==> config.mk <==
export PLATFORM = sky130hd
export DESIGN_NAME = smb_reg_slave
export DESIGN_NICKNAME = d
export VERILOG_FILES = /design/src/rtl/smb_pkg.sv /design/src/rtl/smb_sync.sv /design/src/rtl/smb_regfile.sv /design/src/rtl/smb_reg_slave.sv
export SDC_FILE = /design/constraint.sdc
export NUM_CORES = 1
export LEC_CHECK = 0
export BUFFER_PORTS_ARGS = -buffer_cell sky130_fd_sc_hd__buf_2
export CORE_MARGIN = 1.5
export CORE_UTILIZATION = 60
export DETAILED_ROUTE_END_ITERATION = 10
export HOLD_SLACK_MARGIN = 0.03
export PLACE_DENSITY_LB_ADDON = 0.05
export SETUP_SLACK_MARGIN = 0.4
export SYNTH_ARGS = -nofsm -noshare
export SYNTH_HDL_FRONTEND = slang
export SYNTH_SLANG_ARGS = --single-unit
export TNS_END_PERCENT = 5
==> constraint.sdc <==
create_clock -name clk_i -period 3.3 [get_ports clk_i]
set_clock_uncertainty 0.2 [all_clocks]
set_input_delay 0.99 -clock clk_i [delete_from_list [all_inputs] [get_ports clk_i]]
set_output_delay 0.99 -clock clk_i [all_outputs]
set_load 0.02 [all_outputs]
==> src/rtl/smb_pkg.sv <==
package smb_pkg;
  typedef enum logic [2:0] {
    ST_IDLE,
    ST_ADDR,
    ST_CMD,
    ST_CNT,
    ST_WDAT,
    ST_RDAT,
    ST_SKIP
  } smb_state_e;
endpackage

==> src/rtl/smb_sync.sv <==
module smb_sync #(
  parameter int STAGES = 2
) (
  input  logic clk_i,
  input  logic rst_ni,
  input  logic d_i,
  output logic lvl_o,
  output logic prev_o
);
  logic [STAGES-1:0] sr_q;
  logic              prev_q;

  always_ff @(posedge clk_i or negedge rst_ni) begin
    if (!rst_ni) begin
      sr_q   <= '1;
      prev_q <= 1'b1;
    end else begin
      sr_q   <= {sr_q[STAGES-2:0], d_i};
      prev_q <= sr_q[STAGES-1];
    end
  end

  assign lvl_o  = sr_q[STAGES-1];
  assign prev_o = prev_q;
endmodule

==> src/rtl/smb_regfile.sv <==
module smb_regfile #(
  parameter int                    NUM_REGS = 8,
  parameter int                    AW       = 3,
  parameter logic [NUM_REGS*8-1:0] RST_VAL  = '0
) (
  input  logic          clk_i,
  input  logic          rst_ni,
  input  logic          we_i,
  input  logic [AW-1:0] waddr_i,
  input  logic [7:0]    wdata_i,
  output logic [7:0]    regs_o [NUM_REGS]
);
  for (genvar g = 0; g < NUM_REGS; g++) begin : g_reg
    always_ff @(posedge clk_i or negedge rst_ni) begin
      if (!rst_ni)                                regs_o[g] <= RST_VAL[g*8 +: 8];
      else if (we_i && (waddr_i == AW'(g)))       regs_o[g] <= wdata_i;
    end
  end
endmodule

==> src/rtl/smb_reg_slave.sv <==
module smb_reg_slave #(
  parameter int                    NUM_REGS = 8,
  parameter logic [6:0]            DEV_ADDR = 7'h69,
  parameter int                    SYNC_STG = 2,
  parameter logic [NUM_REGS*8-1:0] RST_VAL  = 64'h0F00_A53C_0081_FF07
) (
  input  logic                  clk_i,
  input  logic                  rst_ni,
  input  logic                  scl_i,
  input  logic                  sda_i,
  output logic                  sda_oe_o,
  output logic [NUM_REGS*8-1:0] regs_o
);
  import smb_pkg::*;

  localparam int         AW    = (NUM_REGS > 1) ? $clog2(NUM_REGS) : 1;
  localparam logic [7:0] NREG8 = 8'(NUM_REGS);

  logic scl_s, scl_p, sda_s, sda_p;
  logic scl_rise, scl_fall, start_det, stop_det;

  smb_sync #(.STAGES(SYNC_STG)) u_scl_sync (
    .clk_i(clk_i), .rst_ni(rst_ni), .d_i(scl_i), .lvl_o(scl_s), .prev_o(scl_p));
  smb_sync #(.STAGES(SYNC_STG)) u_sda_sync (
    .clk_i(clk_i), .rst_ni(rst_ni), .d_i(sda_i), .lvl_o(sda_s), .prev_o(sda_p));

  assign scl_rise  = scl_s & ~scl_p;
  assign scl_fall  = ~scl_s & scl_p;
  assign start_det = scl_s & scl_p & sda_p & ~sda_s;
  assign stop_det  = scl_s & scl_p & ~sda_p & sda_s;

  smb_state_e    state_q;
  logic [3:0]    bit_q;
  logic [7:0]    rx_q;
  logic [6:0]    tx_q;
  logic          oe_q, cmd_ok_q, blk_q, rd_first_q, mack_q;
  logic [AW-1:0] off_q;
  logic [7:0]    idx_q, cnt_q, rd_ptr_q;

  logic [7:0]    regs_arr [NUM_REGS];
  logic          wr_en;
  logic [AW-1:0] wr_addr;
  logic          addr_hit, cmd_good;
  logic [7:0]    rd_idx, tx_src;

  assign addr_hit = (rx_q[7:1] == DEV_ADDR);
  assign cmd_good = (rx_q[6:5] == 2'b00) &&
                    (!rx_q[7] || ({3'b000, rx_q[4:0]} < NREG8));
  assign wr_en    = scl_fall && (bit_q == 4'd8) && (state_q == ST_WDAT) &&
                    (cnt_q != 8'd0) && (idx_q < NREG8);
  assign wr_addr  = idx_q[AW-1:0];
  assign rd_idx   = rd_ptr_q - 8'd1;

  // byte to put on the wire at the next read slot
  always_comb begin
    tx_src = 8'hFF;
    if (blk_q) begin
      if (rd_ptr_q == 8'd0)   tx_src = NREG8;
      else if (rd_idx < NREG8) tx_src = regs_arr[rd_idx[AW-1:0]];
    end else if (rd_ptr_q == 8'd0) begin
      tx_src = regs_arr[off_q];
    end
  end

  always_ff @(posedge clk_i or negedge rst_ni) begin
    if (!rst_ni) begin
      state_q    <= ST_IDLE;
      bit_q      <= '0;
      rx_q       <= '0;
      tx_q       <= '0;
      oe_q       <= 1'b0;
      cmd_ok_q   <= 1'b0;
      blk_q      <= 1'b0;
      rd_first_q <= 1'b0;
      mack_q     <= 1'b0;
      off_q      <= '0;
      idx_q      <= '0;
      cnt_q      <= '0;
      rd_ptr_q   <= '0;
    end else if (start_det) begin
      state_q <= ST_ADDR;
      bit_q   <= '0;
      oe_q    <= 1'b0;
    end else if (stop_det) begin
      state_q  <= ST_IDLE;
      bit_q    <= '0;
      oe_q     <= 1'b0;
      cmd_ok_q <= 1'b0;
    end else if (state_q != ST_IDLE) begin
      if (scl_rise) begin
        if (bit_q == 4'd8) begin
          bit_q  <= '0;
          mack_q <= ~sda_s;
        end else begin
          rx_q  <= {rx_q[6:0], sda_s};
          bit_q <= bit_q + 4'd1;
        end
      end else if (scl_fall) begin
        if (bit_q == 4'd8) begin
          // ninth clock: acknowledge slot
          oe_q <= 1'b0;
          case (state_q)
            ST_ADDR: begin
              if (addr_hit && !rx_q[0]) begin
                oe_q     <= 1'b1;
                cmd_ok_q <= 1'b0;
                state_q  <= ST_CMD;
              end else if (addr_hit && cmd_ok_q) begin
                oe_q       <= 1'b1;
                rd_first_q <= 1'b1;
                rd_ptr_q   <= '0;
                state_q    <= ST_RDAT;
              end else begin
                state_q <= ST_SKIP;
              end
            end
            ST_CMD: begin
              if (cmd_good) begin
                oe_q     <= 1'b1;
                cmd_ok_q <= 1'b1;
                blk_q    <= ~rx_q[7];
                off_q    <= rx_q[AW-1:0];
                if (rx_q[7]) begin
                  idx_q   <= {3'b000, rx_q[4:0]};
                  cnt_q   <= 8'd1;
                  state_q <= ST_WDAT;
                end else begin
                  state_q <= ST_CNT;
                end
              end else begin
                state_q <= ST_SKIP;
              end
            end
            ST_CNT: begin
              oe_q    <= 1'b1;
              cnt_q   <= rx_q;
              idx_q   <= '0;
              state_q <= ST_WDAT;
            end
            ST_WDAT: begin
              oe_q <= 1'b1;
              if (wr_en) begin
                idx_q <= idx_q + 8'd1;
                cnt_q <= cnt_q - 8'd1;
              end
            end
            default: ;
          endcase
        end else if (state_q == ST_RDAT) begin
          if (bit_q == 4'd0) begin
            if (rd_first_q || mack_q) begin
              tx_q       <= tx_src[6:0];
              oe_q       <= ~tx_src[7];
              rd_first_q <= 1'b0;
              if (rd_ptr_q != 8'hFF) rd_ptr_q <= rd_ptr_q + 8'd1;
            end else begin
              oe_q    <= 1'b0;
              state_q <= ST_SKIP;
            end
          end else begin
            tx_q <= {tx_q[5:0], 1'b0};
            oe_q <= ~tx_q[6];
          end
        end else if (bit_q == 4'd0) begin
          oe_q <= 1'b0;
        end
      end
    end
  end

  smb_regfile #(.NUM_REGS(NUM_REGS), .AW(AW), .RST_VAL(RST_VAL)) u_regs (
    .clk_i(clk_i), .rst_ni(rst_ni), .we_i(wr_en), .waddr_i(wr_addr),
    .wdata_i(rx_q), .regs_o(regs_arr));

  for (genvar g = 0; g < NUM_REGS; g++) begin : g_flat
    assign regs_o[g*8 +: 8] = regs_arr[g];
  end

  assign sda_oe_o = oe_q;
endmodule

# Yosys cells after proc, flatten, opt, wreduce, memory -nomap -nowiden
# Index checks and enable logic that the tools add are counted.
# totals
out_inout_bits	65
register_bits	124
input_bits	4
elab_cells	211
# op_classes
n_eq_ne	28
n_reduce_logical	52
n_lt_le_gt_ge	5
bitwise_logic	20
n_mux	76
add_sub_neg	5
# ops
operator	count
8-bit two-way mux	22
8-bit binary-select mux with 3-bit select	2
8-bit case mux with 3 select lines	2
3-bit two-way mux	12
1-bit two-way mux	27
8-bit AND reduction	3
4-bit two-way mux	5
3-bit equality test (second input constant)	6
3-bit nonzero test	6
8-bit by 1-bit adder with 8-bit output (second input constant)	2
8-bit by 4-bit less-than comparator with 1-bit output (second input constant)	2
8-bit by 1-bit subtractor with 8-bit output (second input constant)	2
1-bit logical AND	15
7-bit two-way mux	2
2-bit nonzero test	7
3-bit by 2-bit equality test with 1-bit output (second input constant)	4
12-bit AND reduction	1
1-bit inverter	11
11-bit AND reduction	1
10-bit AND reduction	1
5-bit AND reduction	2
3-bit case mux with 3 select lines	1
4-bit greater-or-equal comparator (second input constant)	2
8-bit logical NOT	1
other kinds (29)	47

# Logic depth before layout (Yosys ltp)
# Gate-level depths: netlist of the first run.
# logic_depth
word_depth	18
depth_mapped	10
ltp_nobuf	7

# Modules after synthesis
# A second synthesis of the first run with hierarchy kept.
# unflattened
cells_unflattened	565
hier_area_um2	6824.0
# by_module_without_submodules
module	area_per_inst_um2	seq_area_each_um2	cells_each	instances
smb_reg_slave	4182.8	1351.3	416	1
smb_regfile	2483.6	1632.8	143	1
smb_sync	78.8	78.8	3	2

# Worst setup path after synthesis of the first run
# OpenSTA, ideal clock, no wires.
# synth_path
kind	reg-to-reg
from	reg rd_ptr_q[0]
to	reg tx_q[1]
setup_time_ns	0.141
setup_slack_ns	0.550
t_arrival_ns	2.408
period_less_slack_ns	2.750
t_required_ns	2.959
n_path_buf	3
stages_incl_launch_ff	10
path_cell_list	dfrtp_1 > buf_2 > inv_1 > ha_1 > clkbuf_1 > clkbuf_1 > mux4_2 > mux2_2 > o211ai_1 > a31oi_1
# synth_between
elab_chain_len	10
word_cells_on_any_way	13
classes_between	add/sub (1); order compare (1); mux (9); bitwise (1); reduce/logical (1)
# synth_rtl
element	line_no	source
start: declaration	smb_reg_slave.sv:38	logic [7:0] idx_q, cnt_q, rd_ptr_q;
start signal: assignment	smb_reg_slave.sv:155	if (rd_ptr_q != 8'hFF) rd_ptr_q <= rd_ptr_q + 8'd1;
8-bit by 1-bit subtractor with 8-bit output	smb_reg_slave.sv:52	assign rd_idx = rd_ptr_q - 8'd1;
3-bit inverter with 4-bit output (implied by the code)	smb_reg_slave.sv:59	else if (rd_idx < NREG8) tx_src = regs_arr[rd_idx[AW-1:0]];
8-bit binary-select mux with 3-bit select	smb_reg_slave.sv:59	
8-bit two-way mux (implied by the code) (2 in a row)	smb_reg_slave.sv:59	
8-bit two-way mux	smb_reg_slave.sv:59	
8-bit two-way mux	smb_reg_slave.sv:58	if (rd_ptr_q == 8'd0) tx_src = NREG8;
8-bit two-way mux *	smb_reg_slave.sv:57	if (blk_q) begin
7-bit two-way mux *	smb_reg_slave.sv:151	if (rd_first_q || mack_q) begin
7-bit two-way mux *	smb_reg_slave.sv:150	if (bit_q == 4'd0) begin
end signal: assignment	smb_reg_slave.sv:152	tx_q <= tx_src[6:0];
end signal: assignment	smb_reg_slave.sv:161	tx_q <= {tx_q[5:0], 1'b0};
end: declaration	smb_reg_slave.sv:35	logic [6:0] tx_q;
# Every way passes the cells marked *; elsewhere a longest branch is shown, timed or not. The select of a mux whose other input is x is not followed.
# A chain may end at the register's enable or synchronous reset.

# Final worst setup path of the first run
# layout_path
from	reg rx_q[5]
to	reg cnt_q[0]
# layout_between
elab_chain_len	4
# layout_rtl
element	line_no	source
start: declaration	smb_reg_slave.sv:34	logic [7:0] rx_q;
start signal: assignment	smb_reg_slave.sv:95	rx_q <= {rx_q[6:0], sda_s};
2-bit logical NOT	smb_reg_slave.sv:47	assign cmd_good = (rx_q[6:5] == 2'b00) &&
1-bit logical AND	smb_reg_slave.sv:47	
2-bit inequality test (no source line)	n/a	
10-bit AND reduction (no source line)	n/a	
end signal: assignment	smb_reg_slave.sv:136	cnt_q <= rx_q;
end signal: assignment	smb_reg_slave.sv:144	cnt_q <= cnt_q - 8'd1;
end: declaration	smb_reg_slave.sv:38	
# No other way between the ends.

==> flow_summary.yaml, run 1 <==
final_layout:
  diodes: 0
  multi_input_area_um2: 3490
  drive_gt1_share_pct: 43.2
  area_growth_pct: 15.1
  final_cell_mix: "dfrtp_1 (93), mux2_2 (83), buf_2 (67)"
  final_common_cell: "dfrtp_1"
  fillCellCount: 759
  seq_area_um2: 3140
  final_nets: 646
yosys:
  postSynthAreaPerCell_um2: 12.2
  ys_seq_elements: 124
  syn_nets: 580
  synth_edf_count: 0
  yosys_warnings: 0
  syn_area_um2: 6870
  synth_cells: 564
  synthDistinctLibCells: 65
  ys.flop_type: "dfrtp_1"
  async_reset_ff_share_pct: 100
  yosysSeqAreaShare_pct: 45.7
placement:
  port-buffer-count: 68
  dpl.hpwl_um: 12200
  gp_congestion: 0.899
outcome:
  status: "finished, final reports clean"
timing:
  period_minus_slack_ps: 2890
  setup_violations: 0
  post-route-period-util_pct: 87.6
  setup-tns-final_ps: 0
  grt_setup_unrepaired: "yes"
  hold_ws_ps: 154
  slew_violations: 0
  worst_pin_slew_ps: 837
  max_freq_mhz: 346
  hold_viol: 0
  slew_headroom_pct: 44.2
route:
  ant_nets: 0
  drt_iter0_drc: 516
  vias_per_cell: 6.65
  vias: 5208
  wirelength_um: 17700
  first_pass_iters: 7
  drc: 0
  routedWlPerCell_um: 22.7
grt:
  grt_overflow: 0
  grt_util_all_layers_pct: 31.6
  grt_antenna_before_repair: 0
  grt_pass1_vias: 5090
  grt_pass1_wl_um: 27800
  grt_max_degree: 58
die:
  fp.dieArea_um2: 12100
  core_area_um2: 11000
  io_pins: 69
  std_cell_rows: 38
  start_util_pct: 62.6
  dieHeight_um: 110
  die_w_um: 110
clock_tree:
  post_cts_resized: 0
  clkLatencyLatePin_ps: 420
  root_buffer: "clkbuf_16"
  cts_buffers: 17
  cts_max_path_buffers: 2
  clk_pin_slew_ps: 60
  clock-sinks: 124
  cts_setup_buffers: 0
  tritoncts: "built"
  htreeDepth: 4
  cts_hold_buffers: 0
flow_run:
  maxCapViolations: 0
worst_setup_path:
  cpPeakStageDelay_ps: 620
  crit_family: "simple AND/OR/NAND/NOR gates"
  crit_path_start_kind: "flop"
  critPathKind: "flop to flop"
  path_cells: "nor2_1 > a311oi_1 > or4_4 > or2_1 > mux2_4"
  crit_buf_inv: 0
  required_ps: 3400
  cp_data_arrival_time_ps: 2990
  path_max_fanout: 13
  endpoint_kind: "flop"
  critical-path-slowest-cell: "or4_4"
power:
  powerDensity_nw_per_um2: 527
  cellLeakagePower_nw: 3.64
  peakVddDrop_uv: 687
min_path:
  hold_path_class: "flop to flop"
## state kept, by name, summed over array words and instances, names as in the netlist
| name | flops |
|---|---|
| bit_q | 4 |
| blk_q | 1 |
| cmd_ok_q | 1 |
| cnt_q | 8 |
| idx_q | 8 |
| mack_q | 1 |
| off_q | 3 |
| rd_first_q | 1 |
| rd_ptr_q | 8 |
| rx_q | 8 |
| sda_oe_o | 1 |
| state_q | 3 |
| tx_q | 7 |
| u_regs.regs_o | 64 |
| u_scl_sync.prev_o | 1 |
| u_scl_sync.sr_q | 2 |
| u_sda_sync.prev_o | 1 |
| u_sda_sync.sr_q | 2 |
## per-layer routing
metal	vias to the layer above	wire, um	part of all wire [%]	global-route usage [%]
li1	2271	-	-	-
met1	2659	7680	43	46.0
met2	246	8290	47	46.4
met3	32	1400	7.9	8.05
met4	0	384	2.2	10.9
met5	-	0	0	0
## cell usage after synthesis, types with 7 or more instances
library cell	n	area (um2)
nand2_1	26	97.6
dfrtp_1	93	2330
a21oi_1	16	80.1
mux4_2	32	721
mux2i_1	8	80.1
o31ai_1	11	82.6
dfstp_2	31	815
nor2b_1	12	75.1
nor3_1	11	55.1
nand3_1	8	40.0
inv_1	19	71.3
ha_1	12	150
a22oi_1	8	60.1
o21ai_0	16	80.1
mux2_2	83	935
clkbuf_1	19	71.3
o211ai_1	7	52.6
nor2_1	36	135
buf_2	7	35.0
a31oi_1	11	68.8
## cell families after synthesis
kind of cell | share of synthesized area (%)
simple gates | 12.4
buf+inv | 3.53
xor+xnor | 0.255
compound gates | 10.4
fa+ha+maj | 2.18
mux | 25.5
flops | 45.7
## power by group
part	switching (mW)	total (mW)	internal (mW)	leakage [nW]
Sequential	0.217	1.82	1.60	1.60
Combinational	0.291	0.499	0.207	1.76
Clock	0.687	1.86	1.17	0.274
## final timing paths
path                                              start  cells past startpoint  slack [ps]                             to
max in group asynchronous                        rst_ni                      2        1820  u_regs.regs_o[23]$_DFFE_PN1P_
setup / recovery                    rx_q[5]$_DFFE_PN0P_                      5         410           cnt_q[0]$_DFFE_PN0P_
hold / removal             u_sda_sync.sr_q[0]$_DFF_PN1_                      0         150   u_sda_sync.sr_q[1]$_DFF_PN1_
setup reg to reg                    rx_q[5]$_DFFE_PN0P_                      5         410           cnt_q[0]$_DFFE_PN0P_
min in group asynchronous                        rst_ni                      1         340  u_regs.regs_o[13]$_DFFE_PN0P_
hold reg to reg            u_sda_sync.sr_q[0]$_DFF_PN1_                      0         150   u_sda_sync.sr_q[1]$_DFF_PN1_
## per-stage QoR
stage / setup slack (ps) / instance area, um2 / power (mW) / util (%) / std cells
2_1_floorplan: 550 / 6870 / 2.13 / - / 564
3_3_place_gp: 472 / 7320 / 2.31 / 66.6 / 751
5_1_grt: 330 / 7910 / 4.32 / 72.0 / 783
6_report: 410 / 7910 / 4.17 / 72.0 / 783
3_5_place_dp: 460 / 7320 / 2.32 / 66.6 / 751
4_1_cts: 442 / 7910 / 4.18 / 72.0 / 783
## cell type report
class | count | share of cell area (%)
clock buffers | 22 | 5.99
clock inverters | 10 | 1.47
inverters | 20 | 0.949
multi-input cells | 388 | 44.1
flip-flops and latches | 124 | 39.7
well taps | 140 | 2.21
repair buffers | 79 | 5.54
(Power assumes the default switching activity.)
==> run 2, diff against run 1 <==
clock period = 3.6 ns   (was 3.3 ns; I/O delays follow)
==> run 2 against run 1 <==
Core utilization up 0.51 points; via count down 1.4%; critical path type unchanged; critical path depth rose by 2; wire length down 0.21%; power down 3.5%.
==> flow_summary.yaml, run 2 (same netlist as run 1, synthesis figures left out) <==
clock_tree:
  clk_pin_slew_ps: 60
  post_cts_resized: 0
  cts_hold_buffers: 0
  htreeDepth: 4
  cts_buffers: 17
  cts_setup_buffers: 0
  tritoncts: "built"
  cts_max_path_buffers: 2
  clock-sinks: 124
  clkLatencyLatePin_ps: 420
  root_buffer: "clkbuf_16"
timing:
  setup_violations: 0
  worst_pin_slew_ps: 929
  post-route-period-util_pct: 81.7
  grt_setup_unrepaired: "no"
  slew_headroom_pct: 38.1
  period_minus_slack_ps: 2940
  setup-tns-final_ps: 0
  slew_violations: 0
  hold_ws_ps: 155
  hold_viol: 0
  max_freq_mhz: 340
route:
  routedWlPerCell_um: 22.6
  wirelength_um: 17700
  vias_per_cell: 6.56
  first_pass_iters: 7
  vias: 5134
  drc: 0
  drt_iter0_drc: 463
  ant_nets: 0
min_path:
  hold_path_class: "flop to flop"
die:
  start_util_pct: 62.6
  core_area_um2: 11000
  io_pins: 69
  fp.dieArea_um2: 12100
  std_cell_rows: 38
  dieHeight_um: 110
  die_w_um: 110
final_layout:
  largest_register: "u_regs.regs_o"
  stdcell_count: 783
  drive_gt1_share_pct: 43.4
  fillCellCount: 782
  final_cell_mix: "dfrtp_1 (93), mux2_2 (83), buf_2 (67)"
  final_common_cell: "dfrtp_1"
  postLayoutCoreUtil_pct: 72.5
  final_nets: 646
  diodes: 0
  largest_reg_flops: 64
  area_growth_pct: 16.0
placement:
  port-buffer-count: 68
  place_inst: 751
  dpl.hpwl_um: 11800
  gp_congestion: 0.895
flow_run:
  maxCapViolations: 0
power:
  powerDensity_nw_per_um2: 505
  cellLeakagePower_nw: 3.68
  peakVddDrop_uv: 536
  p_total_mw: 4.02
worst_setup_path:
  critPathKind: "flop to flop"
  crit_buf_inv: 1
  path_cells: "inv_1 > ha_1 > and3b_1 > nand2_1 > o31a_2 > or2_1 > mux2_4"
  path_max_fanout: 13
  cpPeakStageDelay_ps: 460
  endpoint_kind: "flop"
  required_ps: 3700
  crit_family: "simple AND/OR/NAND/NOR gates"
  cp_data_arrival_time_ps: 3040
  critical-path-slowest-cell: "or2_1"
  crit_path_start_kind: "flop"
grt:
  grt_overflow: 0
  grt_max_degree: 64
  grt_pass1_wl_um: 27900
  grt_pass1_vias: 5127
  grt_util_all_layers_pct: 31.7
  grt_antenna_before_repair: 0
outcome:
  status: "finished, final reports clean"
run 2: cell count changes in the layout (fill, tap and decap cells not counted), sizes merged:
cell / change
bufinv: +2
clkbuf: -2
inv: +3
clkinvlp: -3
run 2: through the flow:
step           area, um2  setup slack [ps]
2_1_floorplan       6870               850
3_3_place_gp        7320               767
3_5_place_dp        7320               676
4_1_cts             7970               685
5_1_grt             7970               497
6_report            7970               657
run 2: worst paths after layout:
path,start,endpoint,slack [ps],depth (start not counted)
worst max-delay path,bit_q[0]$_DFFE_PN0P_,cnt_q[0]$_DFFE_PN0P_,660,7
worst min-delay path,u_sda_sync.sr_q[0]$_DFF_PN1_,u_sda_sync.sr_q[1]$_DFF_PN1_,150,0
worst max register to register,bit_q[0]$_DFFE_PN0P_,cnt_q[0]$_DFFE_PN0P_,660,7
worst min register to register,u_sda_sync.sr_q[0]$_DFF_PN1_,u_sda_sync.sr_q[1]$_DFF_PN1_,150,0
max in group asynchronous,rst_ni,u_sda_sync.sr_q[0]$_DFF_PN1_,2000,2
min in group asynchronous,rst_ni,rd_ptr_q[1]$_DFFE_PN0P_,440,1
run 2: worst register-to-register path: stages, from the launching register on:
cell	delay, ps
dfrtp_1	410
inv_1	80
ha_1	220
and3b_1	400
nand2_1	230
o31a_2	440
or2_1	460
mux2_4	380
run 2: routing by layer:
layer  vias up  routed length [um]  GRT usage [%]
met2       217                8610           49.5
li1       2274                   -              -
met4         0                 368           12.0
met5         -                   0              0
met1      2599                7460           42.2
met3        44                1270           9.11
run 2: layout make-up:
cell class	count	area [um2]	area share (%)
Multi-Input combinational cell	388	3490	43.8
Sequential cell	124	3140	39.4
Clock buffer	20	467	5.86
Timing Repair Buffer	79	438	5.50
Clock inverter	12	184	2.31
Tap cell	140	175	2.20
Inverter	20	75.1	0.942
run 2: power breakdown:
| part | internal [mW] | leakage [nW] | switching [mW] | total [mW] |
|---|---|---|---|---|
| registers | 1.47 | 1.60 | 0.158 | 1.63 |
| logic | 0.199 | 1.76 | 0.321 | 0.521 |
| clock network | 1.22 | 0.314 | 0.656 | 1.88 |
